**src/rtl/hz_pkg.sv**
```systemverilog
package hz_pkg;
    parameter int unsigned NREGS = 32;
    localparam int unsigned RIDX_W = $clog2(NREGS);

    typedef logic [RIDX_W-1:0] reg_idx_t;

    typedef enum logic [1:0] {
        FS_RF      = 2'b00,
        FS_MEM_ALU = 2'b01,
        FS_WB_ALU  = 2'b10,
        FS_WB_LOAD = 2'b11
    } fwd_sel_e;

    typedef struct packed {
        reg_idx_t rd;
        logic     we;
        logic     load;
    } producer_t;
endpackage

```
**src/rtl/hz_operand_sel.sv**
```systemverilog
module hz_operand_sel
    import hz_pkg::*;
(
    input  reg_idx_t  src,
    input  producer_t mem_p,
    input  producer_t wb_p,
    output fwd_sel_e  sel
);
    logic src_live;
    logic mem_hit;
    logic wb_hit;

    always_comb begin
        src_live = (src != '0);
        mem_hit  = src_live && mem_p.we && (mem_p.rd == src);
        wb_hit   = src_live && wb_p.we && (wb_p.rd == src);
        if (mem_hit) begin
            sel = mem_p.load ? FS_RF : FS_MEM_ALU;
        end else if (wb_hit) begin
            sel = wb_p.load ? FS_WB_LOAD : FS_WB_ALU;
        end else begin
            sel = FS_RF;
        end
    end

    always_comb begin

        zero_src_chk: assert (src != '0 || sel == FS_RF)
            else $error("bypass selected for register 0");

        mem_load_chk: assert (!(sel == FS_MEM_ALU && mem_p.load))
            else $error("load result bypassed from memory stage");

        wb_kind_chk: assert (sel != FS_WB_LOAD || (wb_p.load && wb_p.we))
            else $error("load-data select without a writing load");

        we_gate_chk: assert (sel != FS_WB_ALU || wb_p.we)
            else $error("write-back bypass without write enable");
    end
endmodule

```
**src/rtl/hz_load_use.sv**
```systemverilog
module hz_load_use
    import hz_pkg::*;
(
    input  reg_idx_t  rs1,
    input  reg_idx_t  rs2,
    input  logic      use_rs1,
    input  logic      use_rs2,
    input  logic      is_store,
    input  producer_t ex_p,
    output logic      stall
);
    logic load_live;
    logic hit1;
    logic hit2;

    always_comb begin
        load_live = ex_p.load && ex_p.we && (ex_p.rd != '0);
        hit1      = load_live && use_rs1 && (rs1 == ex_p.rd);
        hit2      = load_live && use_rs2 && !is_store && (rs2 == ex_p.rd);
        stall     = hit1 || hit2;
    end

    always_comb begin

        stall_src_chk: assert (!stall || (ex_p.load && ex_p.we))
            else $error("stall without a load in execute");

        store_base_chk: assert (!(stall && is_store) || (use_rs1 && rs1 == ex_p.rd))
            else $error("store stalled on its data register");

        stall_zero_chk: assert (!stall || ex_p.rd != '0)
            else $error("stall on register 0");
    end
endmodule

```
**src/rtl/hz_store_data.sv**
```systemverilog
module hz_store_data
    import hz_pkg::*;
(
    input  logic      mem_store,
    input  reg_idx_t  mem_rs2,
    input  producer_t wb_p,
    output logic      sd_fwd
);
    always_comb begin
        sd_fwd = mem_store && wb_p.we && (mem_rs2 != '0) && (wb_p.rd == mem_rs2);
    end

    always_comb begin

        sd_store_chk: assert (!sd_fwd || (mem_store && wb_p.we))
            else $error("store-data bypass outside a store");
    end
endmodule

```
**src/rtl/hz_bypass_unit.sv**
```systemverilog
module hz_bypass_unit
    import hz_pkg::*;
(
    input  logic [RIDX_W-1:0] id_rs1,
    input  logic [RIDX_W-1:0] id_rs2,
    input  logic              id_use_rs1,
    input  logic              id_use_rs2,
    input  logic              id_is_store,
    input  logic [RIDX_W-1:0] ex_rs1,
    input  logic [RIDX_W-1:0] ex_rs2,
    input  logic [RIDX_W-1:0] ex_rd,
    input  logic              ex_we,
    input  logic              ex_load,
    input  logic [RIDX_W-1:0] mem_rd,
    input  logic              mem_we,
    input  logic              mem_load,
    input  logic              mem_store,
    input  logic [RIDX_W-1:0] mem_rs2,
    input  logic [RIDX_W-1:0] wb_rd,
    input  logic              wb_we,
    input  logic              wb_load,
    output logic [1:0]        fwd_a,
    output logic [1:0]        fwd_b,
    output logic              sd_fwd,
    output logic              stall
);
    localparam int unsigned NOPS = 2;

    producer_t ex_p;
    producer_t mem_p;
    producer_t wb_p;
    reg_idx_t  op_src [NOPS];
    fwd_sel_e  op_sel [NOPS];

    always_comb begin
        ex_p      = '{rd: ex_rd,  we: ex_we,  load: ex_load};
        mem_p     = '{rd: mem_rd, we: mem_we, load: mem_load};
        wb_p      = '{rd: wb_rd,  we: wb_we,  load: wb_load};
        op_src[0] = ex_rs1;
        op_src[1] = ex_rs2;
    end

    for (genvar g = 0; g < NOPS; g++) begin : g_op
        hz_operand_sel u_sel (
            .src   (op_src[g]),
            .mem_p (mem_p),
            .wb_p  (wb_p),
            .sel   (op_sel[g])
        );
    end

    assign fwd_a = op_sel[0];
    assign fwd_b = op_sel[1];

    hz_load_use u_lu (
        .rs1      (id_rs1),
        .rs2      (id_rs2),
        .use_rs1  (id_use_rs1),
        .use_rs2  (id_use_rs2),
        .is_store (id_is_store),
        .ex_p     (ex_p),
        .stall    (stall)
    );

    hz_store_data u_sd (
        .mem_store (mem_store),
        .mem_rs2   (mem_rs2),
        .wb_p      (wb_p),
        .sd_fwd    (sd_fwd)
    );

    always_comb begin

        young_first_chk: assert (!(mem_we && !mem_load && mem_rd != '0 && mem_rd == ex_rs1)
                                 || fwd_a == 2'b01)
            else $error("older result chosen over younger one");
    end
endmodule

```
**config.mk**
```make
export PLATFORM = sky130hd
export DESIGN_NAME = hz_bypass_unit
export DESIGN_NICKNAME = d
export VERILOG_FILES = /design/src/rtl/hz_pkg.sv /design/src/rtl/hz_operand_sel.sv /design/src/rtl/hz_load_use.sv /design/src/rtl/hz_store_data.sv /design/src/rtl/hz_bypass_unit.sv
export SDC_FILE = /design/constraint.sdc
export NUM_CORES = 1
export LEC_CHECK = 0
export BUFFER_PORTS_ARGS = -buffer_cell sky130_fd_sc_hd__buf_2
export CORE_UTILIZATION = 30
export DETAILED_ROUTE_END_ITERATION = 10
export PLACE_DENSITY = 0.73
export REMOVE_ABC_BUFFERS = 1
export SYNTH_ARGS = -nofsm -noshare
export SYNTH_HDL_FRONTEND = slang
export SYNTH_SLANG_ARGS = --single-unit
```
**constraint.sdc**
```tcl
create_clock -name vclk -period 1.2
set_input_delay 0.06 -clock vclk [all_inputs]
set_output_delay 0.06 -clock vclk [all_outputs]
set_load 0.01 [all_outputs]
```
==> results of run 1 <==
-- logic make-up (layout without fill, tap and decap cells) --
logic type      after synthesis  in the layout  synth area share, %
buf+inv                       1             67               0.7275
xor+xnor                     34             34                57.77
mux                           2              2                3.884
compound gates                6              6                8.980
simple gates                 24             24                28.64
-- worst max path at each step --
stage,end,slack (ps),depth (start not counted)
after floorplan,fwd_a[0],160,4
after global placement,fwd_b[0],-110,7
after detailed placement,fwd_b[0],-130,7
after CTS,fwd_b[0],-110,6
after global routing,fwd_a[0],-140,6
final,fwd_b[0],-70,6
-- synthesized netlist by cell type, drive strengths merged --
cell type / instances
nor2: 4
inv: 1
or4: 3
a21oi: 1
mux2i: 2
xnor2: 16
nor3b: 1
o211ai: 1
xor2: 18
nor4: 5
o211a: 2
nand3: 4
nor3: 2
nand4b: 1
o21ai: 1
nand4: 4
o2111ai: 1
-- worst min-delay path, cell delays in order --
cell and delay (ps):
buf_2 90, mux2i_1 60, buf_2 130
-- timing repair --
| item | CTS | global route |
|---|---|---|
| gates cloned | 0 | 0 |
| endpoints found under the setup margin | 4 | 5 |
| pin swaps | 9 | 14 |
| gates resized for setup | 11 | 15 |
-- layout make-up --
class	count	area share, %
inverter	1	0.3727
timing repair buffer	66	41.49
multi-input combinational	66	56.15
tap	16	1.988
-- report_power, final --
group          total, mW  internal (mW)  switching [mW]
Clock                  0              0               0
Sequential             0              0               0
Combinational      0.325          0.185           0.140
Total              0.325          0.185           0.140
-- per-layer routing --
layer  vias up  global-route usage [%]  wire length (um)
li1        377                       -                 -
met1       325                   22.50               722
met2        38                   35.76               985
met3         0                   1.250                97
met4         0                   2.500                 0
met5         -                       0                 0
-- stage by stage --
stage	hold slack, ps	cells	setup WS (ps)
2_1_floorplan	208.8	67	156.8
3_3_place_gp	392.2	150	-110.0
3_5_place_dp	396.7	150	-131.4
4_1_cts	398.1	149	-108.0
5_1_grt	417.2	149	-142.6
6_report	393.8	149	-74.46
==> impl_metrics.env, run 1 <==
export IMPL_dpl_instance_area_um2=898.4
export IMPL_syn_cell_area_um2=515.5
export IMPL_grt_overflow=0
export IMPL_clkbuf_count=0
export IMPL_grt_max_degree=6
export IMPL_power_density_nw_per_um2=322.8
export IMPL_worstHoldStart="mem_load"
export IMPL_fin_crit_ps=1274
export IMPL_grt_pass1_wl_um=2780
export IMPL_cellLeakagePower_nw=0.4733
export IMPL_worst_path_max_delay_cell="or4_4"
export IMPL_via_per_inst=4.966
export IMPL_cp_start_kind="primary input"
export IMPL_worstPathBufferInverterCount=2
export IMPL_min_to="fwd_b[0]"
export IMPL_start_util_pct=33.07
export IMPL_worst_slack_ps=-74.46
export IMPL_grtUsageTotal_pct=18.45
export IMPL_rsz0062_at_grt="true"
export IMPL_core_um2=1559
export IMPL_path_delay_family="simple AND/OR/NAND/NOR gates"
export IMPL_drive_gt1_share_pct=56.39
export IMPL_ant_nets=0
export IMPL_critPathMaxStageDelay_ps=550
export IMPL_synth_largest_area_cell="xor2_1"
export IMPL_areaGrowthSynthToFinish_pct=95.39
export IMPL_layout_nets=185
export IMPL_fin_area_um2=1007
export IMPL_rows=14
export IMPL_nFillCells=135
export IMPL_final_common_cell="buf_2"
export IMPL_fp_dieW_um=43.45
export IMPL_hold_class="in2out"
export IMPL_critPathLaunch="ex_rs2[1]"
export IMPL_hold_path_depth=3
export IMPL_vias=740
export IMPL_yosysUniqueCellTypes=18
export IMPL_regArea_um2=0
export IMPL_max_clock_freq_mhz=784.6
export IMPL_worstPathMaxFanout=2
export IMPL_layout_common_cells="buf_2, xnor2_1, xor2_1, buf_4, buf_6"
export IMPL_cts_setup_buffers=0
export IMPL_synth_cells=67
export IMPL_status="finished, violations left"
export IMPL_finalHoldViolations=0
export IMPL_die_y_um=43.45
export IMPL_dp_hpwl_um=1538
export IMPL_wl_um=1805
export IMPL_tightest_slew_ps=295.3
export IMPL_synth_top_area_share_pct=30.58
export IMPL_multi_input_area_um2=565.5
export IMPL_worstSetupEndpointType="primary output"
export IMPL_port_buffers=56
export IMPL_first_pass_iters=8
export IMPL_min_period_over_period_pct=106.2
export IMPL_report_final_setup_viol=4
export IMPL_drc=4
export IMPL_routabilityCongestion=0.7821
export IMPL_vdd_drop_max_mv=0.1947
export IMPL_ios=56
export IMPL_syn_avg_cell_area_um2=7.694
export IMPL_design_seq_count=0
export IMPL_relSlewSlack_pct=80.15
export IMPL_detail_route_iter0_violations=10
export IMPL_synthTopCellsByArea="xor2_1, xnor2_1, nor4_1"
export IMPL_utilization_pct=64.61
export IMPL_post_drt_wl_per_cell_um=12.11
export IMPL_yosysSeqAreaShare_pct=0
export IMPL_setup_tns_final_ps=-227.8
export IMPL_cp_data_required_time_ps=1140
export IMPL_power_mw=0.3252
export IMPL_grt_pass1_vias=689
export IMPL_critical_path_cell_chain="buf_6 -> or4_4 -> o211a_1 -> nand4_1 -> mux2i_1 -> buf_2"
export IMPL_synth_yosys_warnings=0
export IMPL_cp_arrival_ps=1210
export IMPL_num_antenna_cells=0
export IMPL_antenna_found_initial=0
export IMPL_cap_violations=0
export IMPL_violations="design-rule violations, negative setup slack"
export IMPL_dieArea_um2=1888
export IMPL_crit_type="in2out"
export IMPL_slew_violations=0
export IMPL_ctsHoldBuffers=0
(Power assumes the default switching activity.)
==> run 2: changes to the inputs <==
Settings changed: CORE_MARGIN set to 2, PLACE_DENSITY 0.73 to not set, PLACE_DENSITY_LB_ADDON set to 0.05.
==> impl_metrics.env, run 2 (same netlist as run 1, synthesis figures left out) <==
export IMPL_drc=0
export IMPL_fp_dieW_um=45.45
export IMPL_layout_nets=185
export IMPL_utilization_pct=61.96
export IMPL_worstSetupEndpointType="primary output"
export IMPL_vias=741
export IMPL_worstHoldStart="mem_load"
export IMPL_report_final_setup_viol=4
export IMPL_port_buffers=56
export IMPL_slew_violations=0
export IMPL_grt_pass1_wl_um=2594
export IMPL_fin_crit_ps=1290
export IMPL_start_util_pct=33.07
export IMPL_place_ws_ps=-137.8
export IMPL_design_seq_count=0
export IMPL_clkbuf_count=0
export IMPL_rsz0062_at_grt="true"
export IMPL_routabilityCongestion=0.7727
export IMPL_cellLeakagePower_nw=0.4632
export IMPL_regArea_um2=0
export IMPL_dpl_instance_area_um2=898.4
export IMPL_antenna_found_initial=0
export IMPL_grtUsageTotal_pct=16.40
export IMPL_ant_nets=0
export IMPL_detail_route_iter0_violations=8
export IMPL_relSlewSlack_pct=78.64
export IMPL_worstPathMaxFanout=2
export IMPL_layout_common_cells="buf_2, xor2_1, xnor2_1, buf_4, buf_6"
export IMPL_core_um2=1559
export IMPL_rows=14
export IMPL_die_y_um=45.45
export IMPL_via_per_inst=4.973
export IMPL_cap_violations=0
export IMPL_power_density_nw_per_um2=317.8
export IMPL_violations="negative setup slack"
export IMPL_wl_um=1735
export IMPL_cp_data_required_time_ps=1140
export IMPL_drive_gt1_share_pct=54.89
export IMPL_dieArea_um2=2066
export IMPL_fin_area_um2=965.9
export IMPL_cp_start_kind="primary input"
export IMPL_dp_hpwl_um=1544
export IMPL_worst_slack_ps=-90.44
export IMPL_status="finished, violations left"
export IMPL_areaGrowthSynthToFinish_pct=87.38
export IMPL_max_clock_freq_mhz=774.9
export IMPL_hold_class="in2out"
export IMPL_min_period_over_period_pct=107.5
export IMPL_ios=56
export IMPL_grt_pass1_vias=677
export IMPL_num_antenna_cells=0
export IMPL_final_common_cell="buf_2"
export IMPL_crit_type="in2out"
export IMPL_ctsHoldBuffers=0
export IMPL_hold_path_depth=3
export IMPL_cp_arrival_ps=1230
export IMPL_post_drt_wl_per_cell_um=11.64
export IMPL_vdd_drop_max_mv=0.1684
export IMPL_grt_max_degree=6
export IMPL_first_pass_iters=4
export IMPL_grt_overflow=0
export IMPL_min_to="fwd_a[0]"
export IMPL_finalHoldViolations=0
export IMPL_tightest_slew_ps=317.9
==> run 2: worst max-delay path by stage <==
| stage | from | to | slack (ps) | depth (start not counted) |
|---|---|---|---|---|
| 2_1_floorplan | ex_rs1[0] | fwd_a[0] | 160 | 4 |
| 6_report | ex_rs1[0] | fwd_a[0] | -90 | 6 |
| 3_3_place_gp | ex_rs2[2] | fwd_b[0] | -110 | 7 |
| 5_1_grt | ex_rs1[0] | fwd_a[0] | -150 | 6 |
| 4_1_cts | ex_rs2[4] | fwd_b[0] | -110 | 6 |
| 3_5_place_dp | ex_rs2[1] | fwd_b[0] | -140 | 7 |
==> run 2: through the flow <==
stage                     setup TNS, ps  hold slack, ps  instances  power, mW
after global routing             -445.5           408.6        149     0.3349
after detailed placement         -398.4           399.7        150     0.2838
final                            -269.8           395.7        149     0.3069
after global placement           -343.8           391.5        150     0.2771
after floorplan                       0           208.8         67     0.1173
after CTS                        -327.6           400.2        149     0.2969
==> run 2: layout make-up <==
| cell class | count | area, um2 |
|---|---|---|
| well taps | 16 | 20.02 |
| inverters | 1 | 3.754 |
| multi-input cells | 66 | 549.3 |
| repair buffers | 66 | 392.9 |
| fillers | 153 | 593.1 |
==> run 2: where the power goes <==
| part | switching (mW) | total (mW) | internal [mW] |
|---|---|---|---|
| registers | 0 | 0 | 0 |
| logic | 0.133 | 0.307 | 0.174 |
| clock network | 0 | 0 | 0 |
| total | 0.133 | 0.307 | 0.174 |
==> run 2: timing repair <==
item | 4_1_cts | 5_1_grt
endpoints found under the setup margin | 4 | 5
hold endpoints to repair | 0 | 0
pin swaps | 7 | 6
buffers inserted | 0 | 0
resized for setup | 9 | 7
==> run 2: metal layers <==
metal	up-vias	GRT usage, %	part of all wire (%)
li1	380	-	-
met1	330	17.86	39
met2	31	35.49	54
met3	0	0.3968	6.5
met4	0	0	0
met5	-	0	0
==> run 2: worst max-delay path, cell delays in order <==
cell     delay [ps]
buf_6            90
or4_4           530
o211a_1         250
nand4_1         100
mux2i_1          60
buf_2           150
==> run 3: changes to the inputs <==
Settings changed: ABC_AREA set to 1.
==> impl_metrics.env, run 3 <==
export IMPL_syn_cell_area_um2=729.5
export IMPL_final_common_cell="nand2_1"
export IMPL_start_util_pct=32.35
export IMPL_max_clock_freq_mhz=1041
export IMPL_cp_arrival_ps=900
export IMPL_wl_um=2133
export IMPL_cellLeakagePower_nw=0.7282
export IMPL_first_pass_iters=2
export IMPL_fin_area_um2=1045
export IMPL_multi_input_area_um2=616.8
export IMPL_dpl_instance_area_um2=1045
export IMPL_grt_overflow=0
export IMPL_worst_slack_ps=239.8
export IMPL_cap_violations=0
export IMPL_utilization_pct=46.34
export IMPL_dpl_cell_count=251
export IMPL_critical_path_cell_chain="buf_2 -> inv_1 -> nand2_1 -> nand2_1 -> nand2_1 -> nor2_2 -> nand2_1 -> and2_1 -> buf_2"
export IMPL_worstSetupEndpointType="primary output"
export IMPL_grt_max_degree=6
export IMPL_synthTopCellsByCount="nand2_1, inv_1, nor2_1, nand3_1, xor2_1"
export IMPL_report_final_setup_viol=0
export IMPL_drive_gt1_share_pct=30.94
export IMPL_clkbuf_count=0
export IMPL_hold_path_depth=4
export IMPL_cts_resized=0
export IMPL_worst_path_max_delay_cell="buf_2"
export IMPL_synth_most_common_cell="nand2_1"
export IMPL_cp_data_required_time_ps=1140
export IMPL_port_buffers=56
export IMPL_place_ws_ps=231.6
export IMPL_tightest_slew_ps=155.4
export IMPL_worstHoldStart="wb_load"
export IMPL_dp_hpwl_um=1957
export IMPL_fin_crit_ps=960.2
export IMPL_core_um2=2255
export IMPL_nFillCells=285
export IMPL_vdd_drop_max_mv=0.1572
export IMPL_power_mw=0.3005
export IMPL_worstPathMaxFanout=4
export IMPL_ant_nets=0
export IMPL_routabilityCongestion=0.8246
export IMPL_regArea_um2=0
export IMPL_drc=0
export IMPL_cp_start_kind="primary input"
export IMPL_status="complete, no violations"
export IMPL_detail_route_iter0_violations=5
export IMPL_crit_type="in2out"
export IMPL_die_y_um=53.31
export IMPL_synthTopCellsByArea="nand2_1, xor2_1, inv_1"
export IMPL_areaGrowthSynthToFinish_pct=43.22
export IMPL_grt_pass1_wl_um=3436
export IMPL_fp_dieW_um=53.31
export IMPL_ctsHoldBuffers=0
export IMPL_syn_avg_cell_area_um2=4.368
export IMPL_hold_class="in2out"
export IMPL_post_drt_wl_per_cell_um=8.498
export IMPL_design_seq_count=0
export IMPL_min_period_over_period_pct=80.02
export IMPL_finalHoldViolations=0
export IMPL_hold_ws_ps=442.4
export IMPL_synth_yosys_warnings=0
export IMPL_ios=56
export IMPL_grt_pass1_vias=918
export IMPL_cts_setup_buffers=0
export IMPL_rows=17
export IMPL_min_to="fwd_b[0]"
export IMPL_num_antenna_cells=0
export IMPL_layout_common_cells="nand2_1, buf_2, inv_1, nor2_1"
export IMPL_synth_top_area_share_pct=38.59
export IMPL_power_density_nw_per_um2=287.6
export IMPL_layout_nets=275
export IMPL_critPathMaxStageDelay_ps=130
export IMPL_yosysUniqueCellTypes=13
export IMPL_yosysSeqAreaShare_pct=0
export IMPL_synth_cells=167
export IMPL_cpMostUsedCell="nand2_1"
export IMPL_synth_largest_area_cell="nand2_1"
export IMPL_relSlewSlack_pct=89.56
export IMPL_setup_tns_final_ps=0
export IMPL_rsz0062_at_grt="false"
export IMPL_grtUsageTotal_pct=15.38
export IMPL_vias=1069
export IMPL_via_per_inst=4.259
export IMPL_antenna_found_initial=0
export IMPL_slew_violations=0
export IMPL_dieArea_um2=2842
export IMPL_fin_cells=251
run 3: cells by family (layout without fill, tap and decap cells):
family	count (synthesis)	count (layout)	share of synthesized area, %
compound gates	7	7	4.974
xor+xnor	11	11	13.21
simple gates	119	119	66.38
buf+inv	30	86	15.44
run 3: cell type report:
cell class | count | share of cell area (%)
Multi-Input combinational cell | 137 | 59.04
Inverter | 30 | 10.78
Tap cell | 28 | 3.353
Timing Repair Buffer | 56 | 26.83
run 3: critical path: cells and delay by family:
kind          cells  cell delay, ps
buf+inv           3             330
simple gates      6             510
run 3: power by group:
group | leakage, nW | switching (mW) | internal (mW)
Sequential | 0 | 0 | 0
Clock | 0 | 0 | 0
Combinational | 0.728 | 0.166 | 0.135
run 3: worst max path at each step:
stage | startpoint | end | slack [ps] | depth (start not counted)
after floorplan | ex_rs1[4] | fwd_a[1] | 550 | 7
after global placement | ex_rs1[4] | fwd_a[1] | 250 | 9
after detailed placement | ex_rs1[2] | fwd_a[1] | 230 | 9
after CTS | ex_rs1[2] | fwd_a[1] | 230 | 9
after global routing | ex_rs2[2] | fwd_b[1] | 90 | 9
final | ex_rs1[2] | fwd_a[1] | 240 | 9
run 3: per-layer routing:
metal | up-vias | track usage (%) | wire [um]
met5 | - | 0 | 0
met4 | 0 | 0 | 0
met3 | 0 | 0.8475 | 141
met2 | 34 | 28.81 | 1006
met1 | 428 | 20.17 | 985
li1 | 607 | - | -
